===== src/rtl/icap_pkg.sv =====
package icap_pkg;
  typedef enum logic [1:0] {
    EDGE_RISE = 2'b00,
    EDGE_FALL = 2'b01,
    EDGE_BOTH = 2'b10,
    EDGE_NONE = 2'b11
  } edge_sel_e;
endpackage


===== src/rtl/icap_sync.sv =====
module icap_sync #(
  parameter int STAGES = 2
) (
  input  logic clk,
  input  logic rst,
  input  logic din,
  output logic dout
);
  logic [STAGES-1:0] chain;

  always_ff @(posedge clk) begin
    if (rst) chain <= '0;
    else     chain <= {chain[STAGES-2:0], din};
  end

  assign dout = chain[STAGES-1];
endmodule


===== src/rtl/icap_filter.sv =====
module icap_filter #(
  parameter int LEN = 4
) (
  input  logic clk,
  input  logic rst,
  input  logic din,
  output logic dout
);
  localparam int CNTW = (LEN > 1) ? $clog2(LEN) : 1;

  logic            level;
  logic [CNTW-1:0] run;

  always_ff @(posedge clk) begin
    if (rst) begin
      level <= 1'b0;
      run   <= '0;
    end else if (din == level) begin
      run <= '0;
    end else if (run == CNTW'(LEN - 1)) begin
      level <= din;
      run   <= '0;
    end else begin
      run <= run + 1'b1;
    end
  end

  assign dout = level;
endmodule


===== src/rtl/icap_channel.sv =====
module icap_channel
  import icap_pkg::*;
#(
  parameter int CW       = 16,
  parameter int SYNC_LEN = 2,
  parameter int FILT_LEN = 4
) (
  input  logic          clk,
  input  logic          rst,
  input  logic [CW-1:0] cnt,
  input  logic          pin,
  input  logic          en,
  input  edge_sel_e     sel,
  input  logic          filt_en,
  input  logic          clr,
  output logic [CW-1:0] cap,
  output logic          flag,
  output logic          strobe
);
  logic synced, filtered, lvl, prev, rise, fall, qual, hit;

  icap_sync #(.STAGES(SYNC_LEN)) u_sync (
    .clk(clk), .rst(rst), .din(pin), .dout(synced)
  );

  icap_filter #(.LEN(FILT_LEN)) u_filt (
    .clk(clk), .rst(rst), .din(synced), .dout(filtered)
  );

  assign lvl  = filt_en ? filtered : synced;
  assign rise = lvl & ~prev;
  assign fall = ~lvl & prev;

  always_comb begin
    unique case (sel)
      EDGE_RISE: qual = rise;
      EDGE_FALL: qual = fall;
      EDGE_BOTH: qual = rise | fall;
      default:   qual = 1'b0;
    endcase
  end

  assign hit = en & qual;

  always_ff @(posedge clk) begin
    if (rst) begin
      prev   <= 1'b0;
      cap    <= '0;
      flag   <= 1'b0;
      strobe <= 1'b0;
    end else begin
      prev   <= lvl;
      strobe <= hit;
      if (hit) cap <= cnt;
      if (hit)      flag <= 1'b1;
      else if (clr) flag <= 1'b0;
    end
  end
endmodule


===== src/rtl/icap_unit.sv =====
module icap_unit
  import icap_pkg::*;
#(
  parameter int NCH      = 3,
  parameter int CW       = 16,
  parameter int SYNC_LEN = 2,
  parameter int FILT_LEN = 4
) (
  input  logic              clk,
  input  logic              rst,
  input  logic [CW-1:0]     cnt_i,
  input  logic [NCH-1:0]    pin_i,
  input  logic [NCH-1:0]    ch_en_i,
  input  logic [2*NCH-1:0]  trig_sel_i,
  input  logic [NCH-1:0]    filt_en_i,
  input  logic [NCH-1:0]    flag_clr_i,
  input  logic              irq_en_i,
  output logic [NCH*CW-1:0] cap_val_o,
  output logic [NCH-1:0]    flag_o,
  output logic [NCH-1:0]    cap_strobe_o,
  output logic              irq_o
);
  for (genvar i = 0; i < NCH; i++) begin : g_ch
    icap_channel #(.CW(CW), .SYNC_LEN(SYNC_LEN), .FILT_LEN(FILT_LEN)) u_ch (
      .clk    (clk),
      .rst    (rst),
      .cnt    (cnt_i),
      .pin    (pin_i[i]),
      .en     (ch_en_i[i]),
      .sel    (edge_sel_e'(trig_sel_i[2*i +: 2])),
      .filt_en(filt_en_i[i]),
      .clr    (flag_clr_i[i]),
      .cap    (cap_val_o[i*CW +: CW]),
      .flag   (flag_o[i]),
      .strobe (cap_strobe_o[i])
    );
  end

  always_ff @(posedge clk) begin
    if (rst) irq_o <= 1'b0;
    else     irq_o <= irq_en_i & (|flag_o);
  end
endmodule


===== config.mk =====
export PLATFORM = sky130hd
export DESIGN_NAME = icap_unit
export DESIGN_NICKNAME = d
export VERILOG_FILES = /design/src/rtl/icap_pkg.sv /design/src/rtl/icap_sync.sv /design/src/rtl/icap_filter.sv /design/src/rtl/icap_channel.sv /design/src/rtl/icap_unit.sv
export SDC_FILE = /design/constraint.sdc
export NUM_CORES = 1
export LEC_CHECK = 0
export BUFFER_PORTS_ARGS = -buffer_cell sky130_fd_sc_hd__buf_4
export CORE_ASPECT_RATIO = 1.1
export CORE_MARGIN = 2
export CORE_UTILIZATION = 52
export DETAILED_ROUTE_END_ITERATION = 8
export GPL_TIMING_DRIVEN = 1
export MAX_ROUTING_LAYER = met4
export PLACE_DENSITY = 0.87
export SETUP_SLACK_MARGIN = 0.2
export SLEW_MARGIN = 10
export SYNTH_ARGS = -nofsm -noshare
export SYNTH_HDL_FRONTEND = slang
export SYNTH_HIERARCHICAL = 1
export SYNTH_SLANG_ARGS = --single-unit
export TNS_END_PERCENT = 5

===== constraint.sdc =====
create_clock -name clk -period 2.55 [get_ports clk]
set_clock_uncertainty 0.2 [all_clocks]
set_input_delay 0.3825 -clock clk [delete_from_list [all_inputs] [get_ports clk]]
set_output_delay 0.3825 -clock clk [all_outputs]
set_load 0.05 [all_outputs]

* Yosys cells after proc, flatten, opt, wreduce, memory -nomap -nowiden
Index checks and enable logic that the tools add are counted.
** Word-level totals
- Output and inout bits :: 55
- Bits in registers :: 73
- Input bits :: 37
- Logic and storage cells :: 84
** Operators by class
- Bitwise operators :: 22
- Mux-type cells :: 12
- Add/subtract/negate cells :: 3
- Eq/ne operators :: 12
- Reduce and logical (&&, ||, !) cells :: 13
** Operators with widths (count)
- $eq 2x2->1 const B :: 6
- $reduce_or 3->1 :: 4
- $and 1x1->1 :: 10
- $mux 1 :: 9
- $not 1->1 :: 9
- $pmux 1 s3 :: 3
- $add 2x1->2 const B :: 3
- $eq 2x1->1 const B :: 3
- $logic_not 2->1 :: 3
- $reduce_and 2->1 :: 3
- $reduce_bool 2->1 :: 3
- $eq 1x1->1 :: 3
- $or 1x1->1 :: 3

* Logic depth before layout (Yosys ltp)
- Depth after elaboration :: 7
- Mapped depth :: 9
- Depth with buffers taken out :: 7

* Modules after synthesis
Netlist, hierarchy kept.
** Modules (own cells, without submodules)
- icap_channel :: area an instance 884.6 um^2, times used 3, seq. area each 380.4 um^2, cells each 87
- icap_filter :: area an instance 116.4 um^2, times used 3, seq. area each 60.1 um^2, cells each 9
- icap_sync :: area an instance 52.6 um^2, times used 3, seq. area each 40.0 um^2, cells each 4
- icap_unit :: area an instance 42.5 um^2, times used 1, seq. area each 20.0 um^2, cells each 3

* Least setup slack after synthesis
No wires, ideal clock.
- Path type :: input to register
- Start point :: input port filt_en_i[0]
- End point :: register g_ch[0].u_ch.cap[0]
- Setup time :: 72 ps
- Arrival time :: 1630 ps
- Slack :: 648 ps
- Cell stages on the path :: 7
- Required time :: 2278 ps
- Path buffers :: 2
- Cell sequence :: mux2i_1 > ha_1 > mux2i_1 > o211a_1 > buf_6 > buf_12 > mux2i_1
** On the way
- Longest elaborated chain between the ends :: 6
- Elaborated cells on any way between the ends :: 7
- Those cells by class :: mux (2); bitwise (5)
** Ends and longest elaborated chain
- from (decl) :: line icap_unit.sv:15 : input logic [NCH-1:0] filt_en_i,
- $mux 1 (*) :: line icap_channel.sv:30 : assign lvl = filt_en ? filtered : synced;
- $not 1->1 :: line icap_channel.sv:32 : assign fall = ~lvl & prev;
- $and 1x1->1 :: line icap_channel.sv:32
- $or 1x1->1 :: line icap_channel.sv:38 : EDGE_BOTH: qual = rise | fall;
- $pmux 1 s3 (*) :: line icap_channel.sv:35 : unique case (sel)
- $and 1x1->1 (*) :: line icap_channel.sv:43 : assign hit = en & qual;
- to (signal assigned) :: line icap_channel.sv:54 : if (hit) cap <= cnt;
- to (decl) :: line icap_channel.sv:16 : output logic [CW-1:0] cap,
Every way passes the cells marked *; elsewhere a longest branch is shown, timed or not.
A chain may end at the register's enable or synchronous reset.

* Worst setup path in the final report
- Start point :: register g_ch[2].u_ch.u_filt.level
- End point :: register g_ch[2].u_ch.cap[6]
** On the way
- Longest elaborated chain between the ends :: 6
- Elaborated cells on any way between the ends :: 7
- Those cells by class :: mux (2); bitwise (5)
** Ends and longest elaborated chain
- from (decl) :: line icap_filter.sv:11 : logic level;
- from (signal assigned) :: line icap_filter.sv:21 : level <= din;
- $mux 1 (*) :: line icap_channel.sv:30
- $not 1->1 :: line icap_channel.sv:32
- $and 1x1->1 :: line icap_channel.sv:32
- $or 1x1->1 :: line icap_channel.sv:38
- $pmux 1 s3 (*) :: line icap_channel.sv:35
- $and 1x1->1 (*) :: line icap_channel.sv:43
- to (signal assigned) :: line icap_channel.sv:54
- to (decl) :: line icap_channel.sv:16
Marks and branches as above.

==> out/metrics.yaml <==
status: "finished, final reports clean"
maxCapViolations: 0
arrival_ps: 2070
synth_area_per_cell_sq_um: 10.6
path_class: "flop to flop"
rows: 29
required_ps: 2610
synth_top_area_share_pct: 45.6
fillers: 479
viasPerCell: 4.86
grt_pass1_vias: 2354
place_congestion: 0.756
syn_inst: 303
synth-edff-count: 0
grt_pass1_wl_microns: 10300
tns_ps: 0
holdWs_ps: 50.5
finalCritPeriodShare_pct: 78.7
firstDrtPassIters: 4
core_area_sq_um: 5880
min_path_type: "input pin to flop"
ys_top_cells_by_area: "dfxtp_1 (46%), nand2b_1 (19%), mux2i_1 (18%), ha_1 (3.5%), buf_12 (1.9%)"
drc_errors: 0
synthArstFlopShare_pct: 0
die_area_sq_um: 6800
dr_total_vias: 2314
cts_resized: 0
crit_chain: "mux2i_1 -> ha_1 -> mux2i_1 -> o211a_1 -> buf_4 -> mux2i_1"
finalNetCount: 440
cp_num_buf_inv: 1
pin_count: 92
placed_cells: 460
path_common_cell: "mux2i_1"
ff_latch_area_sq_um: 1460
yosysWarnings: 6
finalWirelength_microns: 6220
power.density_nw_per_um2: 577
ant_nets: 0
yosysMostFrequentCell: "nand2b_1"
cts.sink_count: 73
instances_no_fill: 476
ys_seq_area_share_pct: 45.6
ys_seq_elements: 73
leakagePower_uw: 0.00174
routedWlPerCell_microns: 13.1
clkTransAtPathRegs_ps: 70
drt_iter0_markers: 98
cp_slowest_cell: "dfxtp_1"
rsz0062_at_grt: "no"
root_buffer: "clkbuf_8"
syn2layout_area_growth_pct: 26.9
cts_buffers: 9
setup_viol: 0
synth.distinct_cells: 19
fp.dieH_microns: 86.3
ys.flop_type: "dfxtp_1"
crit_fanout: 16
p_total_uw: 2340
grt_usage_pct: 19.9
start_util_pct: 54.5
multiInputGateArea_sq_um: 1570
cts_hold_buf: 0
hpwl_microns: 4370
final_area_sq_um: 4070
hold_viol: 0
fp.dieW_microns: 78.8
slew-limit-headroom_pct: 77.1
synth_area_leader_cell: "dfxtp_1"
max_freq_mhz: 498
drive_gt1_share_pct: 28.3
cts_max_level: 3
syn-cell-area_sq_um: 3200
grt_max_degree: 85
netlist_top_cells_count: "nand2b_1 (99), dfxtp_1 (73), mux2i_1 (57)"
dpl_cell_area_sq_um: 3910
period_needed_ps: 2010
syn-num-nets: 349
max_stage_delay_ps: 330
crit_family: "multiplexers"
cts_setup_buffers: 0
cts.path.max_buffers: 2
tritoncts: "built"
vdd_drop_max_v: 0.000416
worst_slew_pin_slew_ps: 344
grt_overflow_total: 0
worstSkewPairLatency_ps: 340
slew_violations: 0
antenna_cells: 0
start_kind: "flop"
grt_antenna_before_repair: 0
io_buffers: 91
worstSetupEndpointType: "flop"
==> logic make-up after synthesis <==
logic type	after synthesis	share of synthesized area (%)
muxes	57	17.8
DFF	73	45.6
adders and majority gates	9	3.52
and+or+nand+nor	122	24.3
xor gates and xnor gates	3	0.820
buffers and inverters	27	5.39
AOI/OAI and AO/OA	12	2.58
==> sequential cells by signal, indices dropped and copies added (netlist names) <==
name                    flops
g_ch.u_ch/cap              48
g_ch.u_ch/flag              3
g_ch.u_ch/prev              3
g_ch.u_ch/strobe            3
g_ch.u_ch/u_filt/dout       3
g_ch.u_ch/u_filt/run        6
g_ch.u_ch/u_sync/chain      6
irq_o                       1
==> final cells by class <==
cell class,instances,area share [%]
multi-input combinational,203,38.6
clock inverter,4,0.492
tap,77,2.37
inverter,12,1.11
timing repair buffer,95,18.2
sequential,73,35.9
clock buffer,12,3.32
==> report_power, final <==
part,switching (uW),internal [uW]
clock,402,348
sequential,23.8,1180
combinational,229,159
total,655,1690
==> per-stage QoR <==
| stage | util (%) | setup slack, ps |
|---|---|---|
| 6_report | 69.2 | 543 |
| 5_1_grt | 69.2 | 383 |
| 4_1_cts | 69.2 | 489 |
| 3_5_place_dp | 66.5 | 346 |
| 3_3_place_gp | 66.5 | 427 |
| 2_1_floorplan | - | 648 |
==> cells in the final DEF, fill, tap and decap left out, types with 4 or more instances in the layout <==
cell type  instances
dfxtp_1           73
nor2_1             9
mux2i_1           57
nor2b_1            6
ha_1               9
inv_1             12
nand2b_1          99
buf_4             93
clkbuf_8           9
clkinv_2           4
==> layer usage <==
layer	track usage [%]	up-vias	share of wire, %
li1	-	1174	-
met1	21.5	1068	43
met2	33.8	63	48
met3	5.00	9	6.8
met4	10.3	0	2.1
met5	-	-	0
==> path summary, 6_finish.rpt <==
check                                        start                                 endpoint  slack [ps]  cells past startpoint
max          g_ch[2].u_ch/u_filt/dout$_SDFFE_PP0P_         g_ch[2].u_ch/cap[6]$_SDFFE_PP0P_         540                      6
min                                       pin_i[2]  g_ch[2].u_ch/u_sync/chain[0]$_SDFF_PP0_          50                      2
max reg2reg  g_ch[2].u_ch/u_filt/dout$_SDFFE_PP0P_         g_ch[2].u_ch/cap[6]$_SDFFE_PP0P_         540                      6
min reg2reg  g_ch[0].u_ch/u_filt/run[0]$_SDFF_PP0_    g_ch[0].u_ch/u_filt/run[0]$_SDFF_PP0_         230                      1
==> worst reg2reg max path, delay by kind of cell, from the launching register on <==
family / cells / cell delay, ps
muxes: 3 / 690
DFF: 1 / 330
adders and majority gates: 1 / 280
buffers and inverters: 1 / 270
AOI/OAI and AO/OA: 1 / 150
Power figures use the tool's default switching activity.
